<file path="config.mk">
export PLATFORM = sky130hd
export DESIGN_NAME = trob_triplet
export DESIGN_NICKNAME = d
export VERILOG_FILES = /design/src/rtl/trob_pkg.sv /design/src/rtl/trob_ptr_ctrl.sv /design/src/rtl/trob_done_array.sv /design/src/rtl/trob_retire_sel.sv /design/src/rtl/trob_triplet.sv
export SDC_FILE = /design/constraint.sdc
export NUM_CORES = 1
export LEC_CHECK = 0
export BUFFER_PORTS_ARGS = -buffer_cell sky130_fd_sc_hd__buf_4
export CAP_MARGIN = 40
export CORE_MARGIN = 2
export CORE_UTILIZATION = 55
export CTS_BUF_LIST = sky130_fd_sc_hd__clkbuf_16
export CTS_CLUSTER_SIZE = 14
export DETAILED_ROUTE_END_ITERATION = 6
export PLACE_DENSITY = 0.76
export SLEW_MARGIN = 20
export SYNTH_ARGS = -nofsm -noshare
export SYNTH_HDL_FRONTEND = slang
export SYNTH_SLANG_ARGS = --single-unit
</file>
<file path="constraint.sdc">
create_clock -name clk -period 5.5 [get_ports clk]
set_input_delay 0.275 -clock clk [delete_from_list [all_inputs] [get_ports clk]]
set_output_delay 0.275 -clock clk [all_outputs]
set_load 0.005 [all_outputs]
</file>
<file path="src/rtl/trob_pkg.sv">
`timescale 1ns/1ps
package trob_pkg;

   // Number of micro-operations carried by one group.
   localparam int TRIP = 3;

   // Width of the slot index carried by each completion port.
   localparam int SLOT_W = $clog2(TRIP);

   typedef logic [TRIP-1:0] trip_mask_t;

   typedef logic [SLOT_W-1:0] slot_idx_t;

endpackage

</file>
<file path="src/rtl/trob_ptr_ctrl.sv">
`timescale 1ns/1ps
module trob_ptr_ctrl #(
   parameter int DEPTH = 24,
   parameter int TW    = $clog2(DEPTH)
) (
   input  logic          clk,
   input  logic          rst_n,
   input  logic          flush,
   input  logic          push,
   input  logic          pop,
   output logic [TW-1:0] head,
   output logic [TW-1:0] tail,
   output logic          full,
   output logic          empty
);

   localparam int CW = $clog2(DEPTH + 1);
   localparam logic [TW-1:0] LAST  = TW'(DEPTH - 1);
   localparam logic [CW-1:0] CFULL = CW'(DEPTH);

   logic [CW-1:0] count;

   // Advance a pointer, wrapping at the last entry.
   function automatic logic [TW-1:0] step(input logic [TW-1:0] p);
      return (p == LAST) ? '0 : p + TW'(1);
   endfunction

   always_ff @(posedge clk) begin
      if (!rst_n || flush) begin
         head  <= '0;
         tail  <= '0;
         count <= '0;
      end else begin
         if (push) begin
            tail <= step(tail);
         end
         if (pop) begin
            head <= step(head);
         end
         case ({push, pop})
            2'b10:   count <= count + CW'(1);
            2'b01:   count <= count - CW'(1);
            default: count <= count;
         endcase
      end
   end

   assign full  = (count == CFULL);
   assign empty = (count == '0);

endmodule

</file>
<file path="src/rtl/trob_done_array.sv">
`timescale 1ns/1ps
module trob_done_array
   import trob_pkg::*;
#(
   parameter int DEPTH = 24,
   parameter int TW    = $clog2(DEPTH),
   parameter int NCMP  = 3
) (
   input  logic                 clk,
   input  logic                 rst_n,
   input  logic                 flush,
   input  logic                 wr_en,
   input  logic [TW-1:0]        wr_idx,
   input  trip_mask_t           wr_used,
   input  logic                 clr_en,
   input  logic [TW-1:0]        clr_idx,
   input  logic [NCMP-1:0]      cmp_valid,
   input  logic [NCMP*TW-1:0]   cmp_tag,
   input  logic [NCMP*SLOT_W-1:0] cmp_slot,
   output logic [DEPTH-1:0]     occ,
   output trip_mask_t           done [DEPTH]
);

   for (genvar e = 0; e < DEPTH; e++) begin : g_entry
      localparam logic [TW-1:0] MY_TAG = TW'(e);

      trip_mask_t hit;

      // Collect the slots that any lane reports as finished for this entry.
      always_comb begin
         hit = '0;
         for (int p = 0; p < NCMP; p++) begin
            for (int s = 0; s < TRIP; s++) begin
               if (cmp_valid[p] &&
                   cmp_tag[p*TW +: TW] == MY_TAG &&
                   cmp_slot[p*SLOT_W +: SLOT_W] == SLOT_W'(s)) begin
                  hit[s] = 1'b1;
               end
            end
         end
      end

      always_ff @(posedge clk) begin
         if (!rst_n || flush) begin
            occ[e]  <= 1'b0;
            done[e] <= '0;
         end else if (wr_en && wr_idx == MY_TAG) begin
            occ[e]  <= 1'b1;
            done[e] <= ~wr_used;
         end else if (clr_en && clr_idx == MY_TAG) begin
            occ[e]  <= 1'b0;
            done[e] <= '0;
         end else if (occ[e]) begin
            done[e] <= done[e] | hit;
         end
      end
   end

endmodule

</file>
<file path="src/rtl/trob_retire_sel.sv">
`timescale 1ns/1ps
module trob_retire_sel
   import trob_pkg::*;
#(
   parameter int DEPTH = 24,
   parameter int TW    = $clog2(DEPTH)
) (
   input  logic [DEPTH-1:0] occ,
   input  trip_mask_t       done [DEPTH],
   input  logic [TW-1:0]    head,
   output logic             head_ready
);

   logic       head_occ;
   trip_mask_t head_done;

   // Select the oldest entry with a one-hot AND-OR mux, avoiding an
   // out-of-range index when DEPTH is not a power of two.
   always_comb begin
      head_occ  = 1'b0;
      head_done = '0;
      for (int e = 0; e < DEPTH; e++) begin
         if (head == TW'(e)) begin
            head_occ  = occ[e];
            head_done = done[e];
         end
      end
   end

   assign head_ready = head_occ && (&head_done);

endmodule

</file>
<file path="src/rtl/trob_triplet.sv">
`timescale 1ns/1ps
module trob_triplet
   import trob_pkg::*;
#(
   parameter int DEPTH = 24,
   parameter int NCMP  = 3,
   parameter int TW    = $clog2(DEPTH)
) (
   input  logic                   clk,
   input  logic                   rst_n,
   input  logic                   flush,
   input  logic                   alloc_valid,
   input  logic [TRIP-1:0]        alloc_used,
   output logic                   alloc_ready,
   output logic [TW-1:0]          alloc_tag,
   input  logic [NCMP-1:0]        cmp_valid,
   input  logic [NCMP*TW-1:0]     cmp_tag,
   input  logic [NCMP*SLOT_W-1:0] cmp_slot,
   output logic                   retire_valid,
   output logic [TW-1:0]          retire_tag
);

   if (DEPTH < 2) begin : g_bad_depth
      $error("trob_triplet: DEPTH must be at least 2");
   end
   if (NCMP < 1) begin : g_bad_ncmp
      $error("trob_triplet: NCMP must be at least 1");
   end
   if (TW < $clog2(DEPTH)) begin : g_bad_tw
      $error("trob_triplet: TW too narrow for DEPTH");
   end

   logic [TW-1:0]    head, tail;
   logic             full, empty;
   logic             push, pop, head_ready;
   logic [DEPTH-1:0] occ;
   trip_mask_t       done [DEPTH];

   assign alloc_ready  = !full && !flush;
   assign push         = alloc_valid && alloc_ready;
   assign retire_valid = head_ready && !flush;
   assign pop          = retire_valid;
   assign alloc_tag    = tail;
   assign retire_tag   = head;

   trob_ptr_ctrl #(
      .DEPTH (DEPTH),
      .TW    (TW)
   ) i_ptr (
      .clk   (clk),
      .rst_n (rst_n),
      .flush (flush),
      .push  (push),
      .pop   (pop),
      .head  (head),
      .tail  (tail),
      .full  (full),
      .empty (empty)
   );

   trob_done_array #(
      .DEPTH (DEPTH),
      .TW    (TW),
      .NCMP  (NCMP)
   ) i_done (
      .clk       (clk),
      .rst_n     (rst_n),
      .flush     (flush),
      .wr_en     (push),
      .wr_idx    (tail),
      .wr_used   (alloc_used),
      .clr_en    (pop),
      .clr_idx   (head),
      .cmp_valid (cmp_valid),
      .cmp_tag   (cmp_tag),
      .cmp_slot  (cmp_slot),
      .occ       (occ),
      .done      (done)
   );

   trob_retire_sel #(
      .DEPTH (DEPTH),
      .TW    (TW)
   ) i_sel (
      .occ        (occ),
      .done       (done),
      .head       (head),
      .head_ready (head_ready)
   );

endmodule

</file>
==> flow_summary.yaml <==
drt:
  wl_mm: 32.1
  wl_per_cell_um: 24.1
  wl_met1_mm: 12.7
  wl_met3_mm: 4.59
  post-route-drc-count: 16
  ant_nets: 0
  num_vias: 9423
  dr.pass1.iters: 7
  dr_wl_met2_mm: 13.2
  routed_via_density: 7.08
  top_layer_used: "met4"
  drt_iter0_drc: 1463
finish:
  area_growth_pct: 8.64
  fillers: 1418
  mostFrequentLayoutCells: "nand2_1, nor2_1, a21oi_1, dfxtp_1, o22ai_1"
  nets: 1188
  diodes: 0
  final_common_cell: "nand2_1"
  multiInputGateArea_um2: 5560
  ff_latch_area_um2: 2220
  drive_gt1_share_pct: 11.6
floorplan:
  rows: 44
  dieArea_um2: 15900
  core_area_um2: 14500
  die_y_um: 126
  dieWidth_um: 126
  io_pins: 43
  start_util_pct: 56.5
critical_path:
  startpoint_type: "flip-flop"
  r2r_slack_ns: 1.02
  endpoint_kind: "flip-flop"
  critPathArrivalTime_ns: 4.79
  worstSetupStartpoint: "i_ptr.head[0]$_SDFFE_PP0N_"
  r2r_start: "i_ptr.head[0]$_SDFFE_PP0N_"
  cp.required_ns: 5.81
  critPathKind: "reg -> reg"
  path_max_fanout: 23
power:
  max-vdd-ir-drop_mv: 0.142
  power_mw: 1.63
  power.leakage_nw: 2.89
  p_per_area_nw_per_um2: 183
clocking:
  clockBufferDepth: 2
  clk_latency_ns: 0.37
  cts_tree: "built"
  h-tree-depth: 3
  numCtsBuffers: 9
  post-cts-setup-buffers: 0
  path_clk_slew_ns: 0.08
  root_buffer: "clkbuf_16"
  cts_sinks: 111
  cts.hold.buffers_added: 0
  cts_resized: 0
synth:
  ys_ff_latch: 111
  netlist_area_um2: 8210
  ys_seq_area_share_pct: 27.1
  synth_edf_count: 0
  ys_types: 78
  yosysWarnings: 0
  synthArstFlopShare_pct: 0
  synth_fp_nets: 1186
  synth-main-ff-cell: "dfxtp_1"
  syn_avg_cell_area_um2: 7.20
  netlist_instances: 1140
worst_hold_path:
  hp-start: "alloc_used[0]"
  hold_class: "in -> reg"
timing:
  rsz0062_at_grt: "false"
  setup_viol: 0
  fmax_ghz: 0.223
  tightestPinTransition_ns: 0.963
  relSlewSlack_pct: 35.5
  fin_hold_ws_ns: 0.307
  setup_tns_ns: 0
  min_period_over_period_pct: 81.5
  hold_viol_final: 0
  fin_skew_ns: 0.0117
  slew_viol_final: 0
  min_period_ns: 4.48
global_routing:
  grt_usage_pct: 39.7
  grt_pass1_wl_mm: 49.5
  antenna_found_initial: 0
  grt_pass1_vias: 8569
  grt_overflow_total: 0
  grt_max_degree: 69
place:
  routabilityCongestion: 1.12
  dp_hpwl_mm: 24.0
  io_buffers: 42
run:
  maxCapViolations: 0
status:
  violations: "DRC"
  status: "finished with violations"
==> registers in the layout, summed over array words and instances (netlist names) <==
register and cells:
i_ptr.count 5, i_ptr.tail 5, i_done.occ 24, i_done.done 72, i_ptr.head 5
==> critical path: stages, from the launching register on <==
cell and delay (ns):
dfxtp_1 0.38, inv_1 0.10, ha_1 0.73, buf_4 0.34, nand2b_1 0.13, or4_1 0.47
o21ai_0 0.12, a2111oi_2 0.09, a21oi_2 0.19, nor3_2 0.09, a21oi_4 0.17, inv_1 0.08
ha_1 0.25, inv_1 0.12, fa_1 0.22, inv_1 0.05, a21o_1 0.17, a21oi_1 0.17
xnor2_1 0.09, or3_1 0.30, a21oi_1 0.14
==> synthesized netlist by cell type (4+ instances only) <==
master	number	area, um2
o311ai_2	4	65.1
or4_1	5	37.5
buf_2	13	65.1
a32oi_1	4	35.0
nand4_1	10	62.6
inv_1	27	101
and3_1	5	31.3
nand2_1	159	597
nor3b_1	12	90.1
o22a_1	4	35.0
a221oi_1	7	61.3
o22ai_1	65	407
o21ai_0	50	250
or2_2	12	75.1
o211ai_2	5	62.6
a31oi_1	6	37.5
a21oi_1	116	581
nand2b_1	34	213
dfxtp_1	111	2220
o31ai_1	8	60.1
nor2_1	129	484
o221a_2	7	78.8
buf_1	10	37.5
nor3_1	18	90.1
nand4b_1	7	61.3
o211a_1	12	120
xor2_1	5	43.8
clkbuf_1	47	176
o221ai_1	23	201
and2_1	4	25.0
o211ai_1	21	158
ha_1	14	175
o21a_1	6	45.0
a221oi_2	5	75.1
nand3_1	29	145
a22oi_1	34	255
or3_1	4	25.0
a211oi_1	6	45.0
nand3b_1	10	75.1
nor2b_1	33	206
o32ai_1	7	61.3
==> per-layer routing <==
metal	track usage, %	up-vias
li1	-	4254
met1	54.3	4280
met2	58.4	761
met3	11.4	128
met4	17.0	0
met5	0	-
==> per-stage QoR <==
stage / cell area [um2] / util, % / setup slack, ns / std cells
after global routing: 8920 / 61.4 / 0.667 / 1331
after CTS: 8910 / 61.3 / 1.09 / 1330
after detailed placement: 8620 / 59.3 / 1.12 / 1314
after floorplan: 8210 / - / 1.19 / 1140
final: 8920 / 61.4 / 1.02 / 1331
after global placement: 8580 / 59.0 / 1.20 / 1310
==> kinds of logic (layout without fill, tap and decap cells) <==
group	Yosys count	count (layout)	synth area share [%]
simple gates	485	485	29.0
compound gates	418	418	35.4
flops	111	111	27.1
buf+inv	103	110	5.23
fa+ha+maj	15	15	2.38
xor+xnor	7	7	0.747
mux	1	1	0.122
==> layout make-up <==
| type | instances | share of cell area, % |
|---|---|---|
| multi-input combinational | 926 | 62.4 |
| sequential | 111 | 24.9 |
| timing repair buffer | 66 | 5.70 |
| tap | 184 | 2.58 |
| clock buffer | 9 | 2.53 |
| inverter | 28 | 1.18 |
| clock inverter | 7 | 0.702 |
==> path summary, 6_finish.rpt <==
| path | end | depth (start not counted) |
|---|---|---|
| min | i_done.done[57]$_SDFFE_PP0P_ | 3 |
| min reg2reg | i_done.done[63]$_SDFFE_PP0P_ | 2 |
| max reg2reg | i_ptr.count[4]$_SDFFE_PP0P_ | 20 |
| max | i_ptr.count[4]$_SDFFE_PP0P_ | 20 |
==> power by group <==
| part | switching, mW | internal (mW) | total [mW] |
|---|---|---|---|
| Combinational | 0.114 | 0.0493 | 0.163 |
| Sequential | 0.00287 | 0.805 | 0.807 |
| Clock | 0.338 | 0.319 | 0.658 |
| Total | 0.455 | 1.17 | 1.63 |
(Power assumes the default switching activity.)
